File: config.mk
export PLATFORM = sky130hd
export DESIGN_NAME = bscan_chain
export DESIGN_NICKNAME = d
export VERILOG_FILES = /design/src/rtl/bscan_pkg.sv /design/src/rtl/bscan_ir_decode.sv /design/src/rtl/bscan_cell_reg.sv /design/src/rtl/bscan_pad_mux.sv /design/src/rtl/bscan_chain.sv
export SDC_FILE = /design/constraint.sdc
export NUM_CORES = 1
export LEC_CHECK = 0
export CORE_MARGIN = 5
export CORE_UTILIZATION = 38
export DETAILED_ROUTE_END_ITERATION = 12
export PLACE_DENSITY = 0.72
export SKIP_CTS_REPAIR_TIMING = 1
export SLEW_MARGIN = 20
export SYNTH_ARGS = -nofsm -noshare
export SYNTH_HDL_FRONTEND = slang
export SYNTH_SLANG_ARGS = --single-unit
export TNS_END_PERCENT = 1
File: constraint.sdc
create_clock -name clk -period 1.2 [get_ports clk]
set_input_delay 0.24 -clock clk [delete_from_list [all_inputs] [get_ports clk]]
set_output_delay 0.24 -clock clk [all_outputs]
set_load 0.03 [all_outputs]
File: src/rtl/bscan_pkg.sv
package bscan_pkg;

  function automatic int chain_len(input int ni, input int no, input int nt, input int nb);
    return ni + no + 2 * nt + 3 * nb;
  endfunction

  function automatic int out_base(input int ni);
    return ni;
  endfunction

  function automatic int tri_base(input int ni, input int no);
    return ni + no;
  endfunction

  function automatic int bd_base(input int ni, input int no, input int nt);
    return ni + no + 2 * nt;
  endfunction

endpackage

File: src/rtl/bscan_ir_decode.sv
module bscan_ir_decode #(
  parameter int IR_W        = 4,
  parameter int EXTEST_CODE = 0,
  parameter int SAMPLE_CODE = 2
) (
  input  logic [IR_W-1:0] instr,
  input  logic            capture_en,
  input  logic            shift_en,
  input  logic            update_en,
  output logic            sel,
  output logic            extest,
  output logic            cap_fire,
  output logic            shift_fire,
  output logic            upd_fire
);
  always_comb begin
    extest     = (instr == IR_W'(EXTEST_CODE));
    sel        = extest || (instr == IR_W'(SAMPLE_CODE));
    cap_fire   = sel && capture_en;
    shift_fire = sel && shift_en && !capture_en;
    upd_fire   = sel && update_en;
  end
endmodule

File: src/rtl/bscan_cell_reg.sv
module bscan_cell_reg #(
  parameter int L = 7
) (
  input  logic         clk,
  input  logic         rst_n,
  input  logic         cap_fire,
  input  logic         shift_fire,
  input  logic         upd_fire,
  input  logic         tdi,
  input  logic [L-1:0] cap_vec,
  output logic [L-1:0] sr_q,
  output logic [L-1:0] upd_q
);
  always_ff @(posedge clk) begin
    if (!rst_n) begin
      sr_q  <= '0;
      upd_q <= '0;
    end else begin
      if (cap_fire)        sr_q <= cap_vec;
      else if (shift_fire) sr_q <= {tdi, sr_q[L-1:1]};
      if (upd_fire)        upd_q <= sr_q;
    end
  end

  // R2 capture loads the parallel vector
  a_r2_capture: assert property (@(posedge clk) disable iff (!rst_n)
    cap_fire |=> sr_q == $past(cap_vec));
  // R3 tdi enters the top cell
  a_r3_shift_in: assert property (@(posedge clk) disable iff (!rst_n)
    shift_fire |=> sr_q[L-1] == $past(tdi));
  // R3 the rest moves one place toward tdo
  a_r3_shift_move: assert property (@(posedge clk) disable iff (!rst_n)
    shift_fire |=> sr_q[L-2:0] == $past(sr_q[L-1:1]));
  // R4 update register holds without strobe
  a_r4_update_hold: assert property (@(posedge clk) disable iff (!rst_n)
    !upd_fire |=> $stable(upd_q));
  // R4 update copies the chain
  a_r4_update_copy: assert property (@(posedge clk) disable iff (!rst_n)
    upd_fire |=> upd_q == $past(sr_q));
  // R7 reset clears both registers
  a_r7_reset_clear: assert property (@(posedge clk)
    !rst_n |=> (upd_q == '0) && (sr_q == '0));
endmodule

File: src/rtl/bscan_pad_mux.sv
module bscan_pad_mux
  import bscan_pkg::*;
#(
  parameter int N_IN  = 1,
  parameter int N_OUT = 1,
  parameter int N_TRI = 1,
  parameter int N_BD  = 1,
  localparam int L    = chain_len(N_IN, N_OUT, N_TRI, N_BD),
  localparam int OB   = out_base(N_IN),
  localparam int TB   = tri_base(N_IN, N_OUT),
  localparam int BB   = bd_base(N_IN, N_OUT, N_TRI)
) (
  input  logic             clk,
  input  logic             rst_n,
  input  logic             extest,
  input  logic [L-1:0]     upd_q,
  input  logic [N_IN-1:0]  in_pad_i,
  output logic [N_IN-1:0]  in_core_o,
  input  logic [N_OUT-1:0] out_core_i,
  output logic [N_OUT-1:0] out_pad_o,
  input  logic [N_TRI-1:0] tri_core_i,
  input  logic [N_TRI-1:0] tri_core_oe_i,
  output logic [N_TRI-1:0] tri_pad_o,
  output logic [N_TRI-1:0] tri_pad_oe,
  input  logic [N_BD-1:0]  bd_pad_i,
  output logic [N_BD-1:0]  bd_core_o,
  input  logic [N_BD-1:0]  bd_core_i,
  input  logic [N_BD-1:0]  bd_core_oe_i,
  output logic [N_BD-1:0]  bd_pad_o,
  output logic [N_BD-1:0]  bd_pad_oe
);
  for (genvar i = 0; i < N_IN; i++) begin : g_in
    assign in_core_o[i] = extest ? upd_q[i] : in_pad_i[i];
  end
  for (genvar i = 0; i < N_OUT; i++) begin : g_out
    assign out_pad_o[i] = extest ? upd_q[OB + i] : out_core_i[i];
  end
  for (genvar i = 0; i < N_TRI; i++) begin : g_tri
    assign tri_pad_o[i]  = extest ? upd_q[TB + 2*i]     : tri_core_i[i];
    assign tri_pad_oe[i] = extest ? upd_q[TB + 2*i + 1] : tri_core_oe_i[i];
  end
  for (genvar i = 0; i < N_BD; i++) begin : g_bd
    assign bd_core_o[i] = extest ? upd_q[BB + 3*i]     : bd_pad_i[i];
    assign bd_pad_o[i]  = extest ? upd_q[BB + 3*i + 1] : bd_core_i[i];
    assign bd_pad_oe[i] = extest ? upd_q[BB + 3*i + 2] : bd_core_oe_i[i];
  end

  // R5 pass-through of first output and bidirectional pad
  a_r5_passthrough: assert property (@(posedge clk) disable iff (!rst_n)
    !extest |-> (out_pad_o[0] == out_core_i[0]) && (bd_core_o[0] == bd_pad_i[0]));
  // R6 external test drives the pins from the update register
  a_r6_extest_drive: assert property (@(posedge clk) disable iff (!rst_n)
    extest |-> (in_core_o[0] == upd_q[0]) && (tri_pad_oe[0] == upd_q[TB + 1]));
endmodule

File: src/rtl/bscan_chain.sv
module bscan_chain
  import bscan_pkg::*;
#(
  parameter int N_IN        = 1,
  parameter int N_OUT       = 1,
  parameter int N_TRI       = 1,
  parameter int N_BD        = 1,
  parameter int IR_W        = 4,
  parameter int EXTEST_CODE = 0,
  parameter int SAMPLE_CODE = 2
) (
  input  logic             clk,
  input  logic             rst_n,
  input  logic             capture_en,
  input  logic             shift_en,
  input  logic             update_en,
  input  logic [IR_W-1:0]  instr,
  input  logic             tdi,
  output logic             tdo,
  input  logic [N_IN-1:0]  in_pad_i,
  output logic [N_IN-1:0]  in_core_o,
  input  logic [N_OUT-1:0] out_core_i,
  output logic [N_OUT-1:0] out_pad_o,
  input  logic [N_TRI-1:0] tri_core_i,
  input  logic [N_TRI-1:0] tri_core_oe_i,
  output logic [N_TRI-1:0] tri_pad_o,
  output logic [N_TRI-1:0] tri_pad_oe,
  input  logic [N_BD-1:0]  bd_pad_i,
  output logic [N_BD-1:0]  bd_core_o,
  input  logic [N_BD-1:0]  bd_core_i,
  input  logic [N_BD-1:0]  bd_core_oe_i,
  output logic [N_BD-1:0]  bd_pad_o,
  output logic [N_BD-1:0]  bd_pad_oe
);
  localparam int L  = chain_len(N_IN, N_OUT, N_TRI, N_BD);
  localparam int OB = out_base(N_IN);
  localparam int TB = tri_base(N_IN, N_OUT);
  localparam int BB = bd_base(N_IN, N_OUT, N_TRI);

  logic         sel, extest, cap_fire, shift_fire, upd_fire;
  logic [L-1:0] cap_vec, sr_q, upd_q;

  bscan_ir_decode #(
    .IR_W(IR_W), .EXTEST_CODE(EXTEST_CODE), .SAMPLE_CODE(SAMPLE_CODE)
  ) u_dec (
    .instr(instr), .capture_en(capture_en), .shift_en(shift_en),
    .update_en(update_en), .sel(sel), .extest(extest),
    .cap_fire(cap_fire), .shift_fire(shift_fire), .upd_fire(upd_fire)
  );

  for (genvar i = 0; i < N_IN; i++) begin : g_cap_in
    assign cap_vec[i] = in_pad_i[i];
  end
  for (genvar i = 0; i < N_OUT; i++) begin : g_cap_out
    assign cap_vec[OB + i] = out_core_i[i];
  end
  for (genvar i = 0; i < N_TRI; i++) begin : g_cap_tri
    assign cap_vec[TB + 2*i]     = tri_core_i[i];
    assign cap_vec[TB + 2*i + 1] = tri_core_oe_i[i];
  end
  for (genvar i = 0; i < N_BD; i++) begin : g_cap_bd
    assign cap_vec[BB + 3*i]     = bd_pad_i[i];
    assign cap_vec[BB + 3*i + 1] = bd_core_i[i];
    assign cap_vec[BB + 3*i + 2] = bd_core_oe_i[i];
  end

  bscan_cell_reg #(.L(L)) u_cells (
    .clk(clk), .rst_n(rst_n), .cap_fire(cap_fire), .shift_fire(shift_fire),
    .upd_fire(upd_fire), .tdi(tdi), .cap_vec(cap_vec),
    .sr_q(sr_q), .upd_q(upd_q)
  );

  assign tdo = sr_q[0];

  bscan_pad_mux #(
    .N_IN(N_IN), .N_OUT(N_OUT), .N_TRI(N_TRI), .N_BD(N_BD)
  ) u_mux (
    .clk(clk), .rst_n(rst_n), .extest(extest), .upd_q(upd_q),
    .in_pad_i(in_pad_i), .in_core_o(in_core_o),
    .out_core_i(out_core_i), .out_pad_o(out_pad_o),
    .tri_core_i(tri_core_i), .tri_core_oe_i(tri_core_oe_i),
    .tri_pad_o(tri_pad_o), .tri_pad_oe(tri_pad_oe),
    .bd_pad_i(bd_pad_i), .bd_core_o(bd_core_o),
    .bd_core_i(bd_core_i), .bd_core_oe_i(bd_core_oe_i),
    .bd_pad_o(bd_pad_o), .bd_pad_oe(bd_pad_oe)
  );

  // R8 strobes under an unrelated instruction touch nothing
  a_r8_ignore: assert property (@(posedge clk) disable iff (!rst_n)
    (instr != IR_W'(EXTEST_CODE) && instr != IR_W'(SAMPLE_CODE))
      |=> $stable(sr_q) && $stable(upd_q));
  // R3 tdo mirrors the lowest cell
  a_r3_tdo_bit0: assert property (@(posedge clk) disable iff (!rst_n)
    shift_fire |=> tdo == $past(sr_q[1]));
endmodule

==> flow_summary.toml, run 1 <==
[run_status]
status = "finished, violations left"
violations = "setup timing"

[sta]
maxSlewHeadroom_pct = 82.9
finalSetupViolations = 7
slew_viol_final = 0
finalCritPeriodShare_pct = 128
finalSetupTns_ns = -2.23
max_clock_freq_ghz = 0.652
worst_slew_pin_slew_ns = 0.255
grt_setup_unrepaired = "yes"
fin_ws_ns = -0.334
fin_worst_skew_ns = 0.00177
final.min_clock_period_ns = 1.53
hold_viol = 0

[route]
drt-initial-drc-count = 20
dr_wl_met3_um = 103
wl_per_cell_um = 13.8
dr.max_layer_used = "met3"
vias_per_cell = 5.08
vias = 737
drt-pass1-iter-count = 6
totalWireLength_um = 2000
ant_nets = 0
route.met2.wl_um = 1040
drt-met1-wl_um = 849
drc = 0

[critical_path]
crit_path_max_fanout = 3
cp-startpoint = "instr[0]"
crit_type = "in -> out"
cp_slowest_stage_delay_ns = 0.31
cpMaxStageDelayCell = "nor4_4"
cp_cell_sequence = "buf_8 -> nor4_4 -> buf_4 -> mux2_4 -> buf_6"
cp-endpoint = "tri_pad_o"
crit_buf_inv = 3
r2r_cells = 3
rrSetupSlack_ns = 0.37
reg2reg_from = "u_cells.sr_q[4]$_SDFFE_PN0P_"
setup.worst_path.start_class = "input pin"
r2r_end = "u_cells.sr_q[3]$_SDFFE_PN0P_"
worstSetupPathDepth = 5
required_ns = 0.96
cp-end-kind = "primary output"
arrival_ns = 1.29
cp_top_family = "buffers and inverters"

[floorplan]
die_h_um = 52.9
io_pins = 25
die_area_um2 = 2800
die_w_um = 52.9
start_util_pct = 40.1
fp-row-count = 15
core-area_um2 = 1750

[yosys]
synth_seq_cells = 14
synthTopCellsByArea = "dfxtp_1 (40%), mux2_2 (11%), and3b_1 (8.8%)"
synth.lib_cells_used.distinct = 14
yosys_warnings = 0
synth_ff_type = "dfxtp_1"
synth_edf_count = 0
postSynthAreaPerCell_um2 = 8.85
synth_nets = 96
yosysTopAreaCell = "dfxtp_1"
synth_seq_area_share_pct = 40.1
netlist_instances = 79
async_reset_ff_share_pct = 0
ys_top_cells_by_count = "nand2_1 (15), dfxtp_1 (14)"
netlist_area_um2 = 699
yosysMostFrequentCell = "nand2_1"
yosys.area.top_type_share_pct = 40.1

[cells_and_area]
num-fill-cells = 148
diodes = 0
drive_gt1_share_pct = 34.2
nets = 138
register_area_um2 = 280
area_delta_synth_final_pct = 67.4
finalNonFillerCells = 145
multiInputGateArea_um2 = 429
fin_util_pct = 67.1

[global_routing]
overflow = 0
grt_first_pass_wirelength_um = 3110
grt_pass1_vias = 721
grt_max_degree = 15
grt_usage_pct = 14.9
antenna_found_initial = 0

[power_and_ir_drop]
p_total_uw = 1070
power.leakage_uw = 0.000506
power_per_cell_area_nw_per_um2 = 912
ir_drop_v = 0.000955

[cts]
htreeDepth = 1
cts_made_buffers = 3
cts_sinks = 14
cts_tree = "built"
clkTransAtPathRegs_ns = 0.09
clockBufferDepth = 2
clk_latency_ns = 0.27
cts-root-buf = "clkbuf_4"

[placed_design]
dp.cells = 141
port_buffers = 24
place_ws_ns = -1.21
post-dp-hpwl_um = 1460
gp_congestion = 0.733

[min_path]
hold_class = "reg -> reg"

[flow_run]
cap_violations = 0
==> cell type report <==
cell class | count | area share (%)
well taps | 25 | 2.67
flip-flops and latches | 14 | 23.9
multi-input cells | 61 | 36.6
repair buffers | 41 | 33.7
clock buffers | 4 | 3.10
==> report_power, final <==
| group | switching [uW] | internal [uW] | total (uW) |
|---|---|---|---|
| logic | 110 | 147 | 257 |
| registers | 3.90 | 470 | 474 |
| clock network | 154 | 184 | 338 |
| total | 267 | 801 | 1070 |
==> cells by family after synthesis <==
family,Yosys count,synth area share (%)
multiplexers,7,11.3
AO/OA/AOI/OAI,22,17.4
AND/OR/NAND/NOR,32,29.0
flip-flops,14,40.1
buffers and inverters,4,2.32
==> state kept, by name, indices dropped and copies added, names as in the netlist <==
signal / cells
u_cells.sr_q: 7
u_cells.upd_q: 7
==> worst min-delay path by stage <==
stage / slack [ns] / depth (start not counted) / from / end
floorplan: 0.41 / 2 / rst_n / u_cells.sr_q[0]$_SDFFE_PN0P_
global placement: 0.44 / 2 / u_cells.upd_q[0]$_SDFFE_PN0P_ / u_cells.upd_q[0]$_SDFFE_PN0P_
detailed placement: 0.45 / 2 / u_cells.upd_q[1]$_SDFFE_PN0P_ / u_cells.upd_q[1]$_SDFFE_PN0P_
CTS: 0.46 / 2 / u_cells.upd_q[1]$_SDFFE_PN0P_ / u_cells.upd_q[1]$_SDFFE_PN0P_
global route: 0.50 / 2 / u_cells.upd_q[5]$_SDFFE_PN0P_ / u_cells.upd_q[5]$_SDFFE_PN0P_
finish: 0.46 / 2 / u_cells.upd_q[1]$_SDFFE_PN0P_ / u_cells.upd_q[1]$_SDFFE_PN0P_
==> worst register-to-register path: cells and delay by family (launching register included) <==
family / cells / cell delay, ns
flops: 1 / 0.33
compound gates: 2 / 0.20
simple gates: 1 / 0.18
==> metrics by stage <==
step	hold WS (ns)	cell area (um^2)
floorplan	0.411	699
global placement	0.443	1090
detailed placement	0.451	1090
CTS	0.464	1130
global route	0.499	1170
finish	0.464	1170
==> placed cells by master (no fill, tap or decap), types with 3 or more instances in the layout <==
| cell | netlist | final |
|---|---|---|
| buf_6 | 0 | 9 |
| buf_4 | 0 | 16 |
| and3b_1 | 7 | 7 |
| a21oi_1 | 7 | 7 |
| nand3_1 | 7 | 7 |
| o21ai_0 | 7 | 7 |
| nand2_1 | 15 | 15 |
| o22ai_1 | 7 | 7 |
| dfxtp_1 | 14 | 14 |
| mux2_4 | 0 | 7 |
| clkbuf_4 | 0 | 3 |
| clkdlybuf4s50_1 | 0 | 12 |
==> per-layer routing <==
layer,track usage [%],up-vias
met5,0,-
met4,2.55,0
met3,3.94,0
met2,26.7,19
met1,17.9,346
li1,-,372
Power figures use the tool's default switching activity.
==> inputs of run 2 (changes only) <==
--- a/config.mk
+++ b/config.mk
@@ -6,9 +6,10 @@
 export NUM_CORES = 1
 export LEC_CHECK = 0
 export CORE_MARGIN = 5
-export CORE_UTILIZATION = 38
+export CORE_UTILIZATION = 45
+export CTS_CLUSTER_DIAMETER = 100
 export DETAILED_ROUTE_END_ITERATION = 12
-export PLACE_DENSITY = 0.72
+export PLACE_DENSITY = 0.8
 export SKIP_CTS_REPAIR_TIMING = 1
 export SLEW_MARGIN = 20
 export SYNTH_ARGS = -nofsm -noshare
==> constraint.sdc (replaced) <==
create_clock -name clk -period 1.9 [get_ports clk]
set_input_delay 0.38 -clock clk [delete_from_list [all_inputs] [get_ports clk]]
set_output_delay 0.38 -clock clk [all_outputs]
set_load 0.03 [all_outputs]
==> flow_summary.toml, run 2 (synthesized netlist as in run 1, its figures left out) <==
[run_status]
status = "finished, final reports clean"

[route]
drt-pass1-iter-count = 5
wl_per_cell_um = 14.7
vias = 776
drc = 0
drt-initial-drc-count = 28
vias_per_cell = 5.88
totalWireLength_um = 1940
ant_nets = 0

[global_routing]
grt_first_pass_wirelength_um = 3110
grt_pass1_vias = 722
antenna_found_initial = 0
grt_usage_pct = 16.0
overflow = 0
grt_max_degree = 16

[cells_and_area]
final_cell_area_um2 = 1100
nets = 134
multiInputGateArea_um2 = 418
biggestRegsByFlops = "u_cells.sr_q (7), u_cells.upd_q (7)"
final_common_cell = "nand2_1"
drive_gt1_share_pct = 30.2
diodes = 0
register_area_um2 = 280
most-common-layout-cells = "nand2_1 (15), dfxtp_1 (14), clkdlybuf4s50_1 (13), buf_4 (13)"
area_delta_synth_final_pct = 56.7
num-fill-cells = 116

[floorplan]
core-area_um2 = 1490
die_area_um2 = 2440
die_w_um = 49.4
die_h_um = 49.4
io_pins = 25
fp-row-count = 14
start_util_pct = 47.0

[placed_design]
place_ws_ns = -0.743
post-dp-hpwl_um = 1360
place_area_um2 = 1040
port_buffers = 24
gp_congestion = 0.748

[sta]
max_clock_freq_ghz = 0.551
finalSetupViolations = 0
hold_viol = 0
maxSlewHeadroom_pct = 70.4
fin_ws_ns = 0.0852
final.min_clock_period_ns = 1.81
grt_setup_unrepaired = "no"
slew_viol_final = 0
finalCritPeriodShare_pct = 95.5
worst_slew_pin_slew_ns = 0.442
fin_worst_skew_ns = 0.00207
whs_ns = 0.465

[cts]
cts_sinks = 14
cts_tree = "built"
cts-root-buf = "clkbuf_4"
htreeDepth = 1
clk_latency_ns = 0.29
clockBufferDepth = 2
cts_made_buffers = 3
clkTransAtPathRegs_ns = 0.09

[flow_run]
cap_violations = 0

[power_and_ir_drop]
p_sw_share_pct = 26.6
switchingPower_uw = 179
power_per_cell_area_nw_per_um2 = 614
ir_drop_v = 0.000447
power_frac_seq_pct = 44.5
clockPowerShare_pct = 33.6
p_comb_share_pct = 21.9
power.leakage_uw = 0.000472
intPower_uw = 494

[critical_path]
crit_type = "in -> out"
arrival_ns = 1.43
cp_top_family = "buffers and inverters"
crit_path_max_fanout = 3
cpMaxStageDelayCell = "mux2_2"
required_ns = 1.52
crit_buf_inv = 3
cp-end-kind = "primary output"
cp_cell_sequence = "clkbuf_2 -> nor4_4 -> buf_4 -> mux2_2 -> buf_6"
cp_slowest_stage_delay_ns = 0.34
setup.worst_path.start_class = "input pin"

[min_path]
hold_class = "reg -> reg"
[run 2: changes by cell type in the layout (fill, tap and decap cells not counted), moves of 2 or more]
| cell | before | now |
|---|---|---|
| buf_4 | 16 | 13 |
| buf_6 | 9 | 7 |
| mux2_2 | 0 | 3 |
| mux2_4 | 7 | 4 |
[run 2: worst reg2reg max path, delay by kind of cell (launching register included)]
kind	cells	cell delay, ns
AOI/OAI and AO/OA	2	0.24
DFF	1	0.35
and+or+nand+nor	1	0.19
[run 2: area by class of cell]
class,instances,share of cell area [%]
Sequential cell,14,25.6
Clock buffer,4,3.31
Tap cell,16,1.83
Timing Repair Buffer,37,31.2
Multi-Input combinational cell,61,38.1
[run 2: worst paths after layout]
path                                                     from                       endpoint  slack (ns)  cells after the start
worst max-delay path                                 instr[0]                      out_pad_o        0.09                      5
worst min-delay path            u_cells.upd_q[3]$_SDFFE_PN0P_  u_cells.upd_q[3]$_SDFFE_PN0P_        0.46                      2
worst max register to register   u_cells.sr_q[3]$_SDFFE_PN0P_   u_cells.sr_q[2]$_SDFFE_PN0P_        1.01                      3
worst min register to register  u_cells.upd_q[3]$_SDFFE_PN0P_  u_cells.upd_q[3]$_SDFFE_PN0P_        0.46                      2
[run 2: power groups by stage]
stage / combinational (uW) / clock (uW) / sequential (uW)
after global placement: 139 / 0 / 306
after CTS: 143 / 229 / 299
after detailed placement: 141 / 0 / 306
after floorplan: 56.5 / 0 / 307
final: 147 / 226 / 300
after global routing: 156 / 240 / 300
[run 2: per-stage QoR]
stage / total power, uW / instances / utilization (%) / setup TNS (ns)
floorplan: 363 / 79 / - / 0
global placement: 445 / 128 / 69.9 / -5.04
CTS: 671 / 132 / 72.4 / -5.22
global route: 696 / 132 / 73.6 / 0
finish: 673 / 132 / 73.6 / 0
detailed placement: 448 / 128 / 69.9 / -5.13
[run 2: routing by layer]
| layer | GRT usage [%] | share of wire (%) | up-vias |
|---|---|---|---|
| li1 | - | - | 371 |
| met3 | 4.59 | 11 | 11 |
| met5 | 0 | 0 | - |
| met1 | 18.5 | 37 | 353 |
| met4 | 9.61 | 2.9 | 0 |
| met2 | 25.8 | 50 | 41 |
==> inputs of run 3 (changes only) <==
--- a/config.mk
+++ b/config.mk
@@ -6,12 +6,10 @@
 export NUM_CORES = 1
 export LEC_CHECK = 0
 export CORE_MARGIN = 5
-export CORE_UTILIZATION = 45
+export CORE_UTILIZATION = 25
 export CTS_CLUSTER_DIAMETER = 100
 export DETAILED_ROUTE_END_ITERATION = 12
-export PLACE_DENSITY = 0.8
 export SKIP_CTS_REPAIR_TIMING = 1
-export SLEW_MARGIN = 20
 export SYNTH_ARGS = -nofsm -noshare
 export SYNTH_HDL_FRONTEND = slang
 export SYNTH_SLANG_ARGS = --single-unit
==> flow_summary.toml, run 3 (synthesized netlist as in run 1, its figures left out) <==
[run_status]
status = "finished, final reports clean"

[cells_and_area]
nets = 134
biggestRegsByFlops = "u_cells.sr_q (7), u_cells.upd_q (7)"
num-fill-cells = 296
final_common_cell = "nand2_1"
area_delta_synth_final_pct = 60.5
register_area_um2 = 280
multiInputGateArea_um2 = 422
most-common-layout-cells = "nand2_1 (15), dfxtp_1 (14), clkdlybuf4s50_1 (13), buf_4 (12), buf_6 (8)"
drive_gt1_share_pct = 30.2
diodes = 0

[placed_design]
post-dp-hpwl_um = 1410
port_buffers = 24
gp_congestion = 0.676

[critical_path]
required_ns = 1.52
setup.worst_path.start_class = "input pin"
crit_type = "in -> out"
crit_path_max_fanout = 2
cp-end-kind = "primary output"
arrival_ns = 1.45

[cts]
clk_latency_ns = 0.27
cts_tree = "built"
cts-root-buf = "clkbuf_4"
clkTransAtPathRegs_ns = 0.09
cts_sinks = 14
clockBufferDepth = 2
htreeDepth = 1
cts_made_buffers = 3

[sta]
final.min_clock_period_ns = 1.83
hold_viol = 0
finalSetupViolations = 0
maxSlewHeadroom_pct = 73.1
worst_slew_pin_slew_ns = 0.403
max_clock_freq_ghz = 0.546
grt_setup_unrepaired = "no"
fin_worst_skew_ns = 0.000214
finalSetupTns_ns = 0
slew_viol_final = 0
finalCritPeriodShare_pct = 96.3

[global_routing]
grt_max_degree = 15
grt_pass1_vias = 714
grt_first_pass_wirelength_um = 3220
overflow = 0
grt_usage_pct = 10.1
antenna_found_initial = 0

[route]
vias_per_cell = 4.85
wl_per_cell_um = 12.3
ant_nets = 0
drt-initial-drc-count = 12
vias = 713
drc = 0
drt-pass1-iter-count = 2
totalWireLength_um = 1810

[floorplan]
io_pins = 25
die_area_um2 = 3960
fp-row-count = 19
core-area_um2 = 2710
start_util_pct = 25.8
die_w_um = 62.9
die_h_um = 62.9

[power_and_ir_drop]
power_per_cell_area_nw_per_um2 = 589
ir_drop_v = 0.000226
p_total_uw = 661
power.leakage_uw = 0.000476

[min_path]
hold_class = "reg -> reg"

[flow_run]
cap_violations = 0
[run 3: changes by cell type in the layout (fill, tap and decap cells not counted)]
cell / previous run / this run
buf_4: 13 / 12
buf_6: 7 / 8
mux2_2: 3 / 2
mux2_4: 4 / 5
[run 3: area by class of cell]
| type | count | area share, % |
|---|---|---|
| Sequential cell | 14 | 25.0 |
| Multi-Input combinational cell | 61 | 37.6 |
| Timing Repair Buffer | 37 | 30.8 |
| Clock buffer | 4 | 3.23 |
| Tap cell | 31 | 3.46 |
[run 3: layer usage]
layer / vias to the layer above / share of wire, % / global-route usage [%]
li1: 368 / - / -
met1: 333 / 45 / 11.3
met2: 10 / 50 / 17.1
met3: 2 / 3.4 / 2.70
met4: 0 / 1.5 / 5.57
met5: - / 0 / 0
[run 3: critical path: stages]
cell      delay [ns]
clkbuf_2        0.11
nor4_4          0.31
buf_4           0.18
mux2_2          0.33
buf_6           0.14
[run 3: path summary, 6_finish.rpt]
check	depth (start not counted)	to	slack, ns	from
worst min-delay path	2	u_cells.upd_q[1]$_SDFFE_PN0P_	0.46	u_cells.upd_q[1]$_SDFFE_PN0P_
worst max-delay path	5	bd_core_o	0.07	instr[0]
worst max register to register	3	u_cells.sr_q[3]$_SDFFE_PN0P_	1.06	u_cells.sr_q[4]$_SDFFE_PN0P_
worst min register to register	2	u_cells.upd_q[1]$_SDFFE_PN0P_	0.46	u_cells.upd_q[1]$_SDFFE_PN0P_
[run 3: stage by stage]
step / setup WS (ns) / utilization (%) / area, um^2 / hold WS (ns) / instances
final: 0.0699 / 41.4 / 1120 / 0.463 / 147
after global routing: 0.00296 / 41.4 / 1120 / 0.487 / 147
after global placement: -0.752 / 39.1 / 1060 / 0.441 / 143
after detailed placement: -0.768 / 39.1 / 1060 / 0.451 / 143
after CTS: -0.778 / 40.4 / 1100 / 0.466 / 147
after floorplan: 0.251 / - / 699 / 0.432 / 79
[run 3: power breakdown]
part / internal, uW / total, uW / leakage, uW / switching, uW
clock network: 116 / 214 / 0.0000210 / 97.8
registers: 297 / 299 / 0.000113 / 2.52
logic: 81.6 / 147 / 0.000342 / 65.6
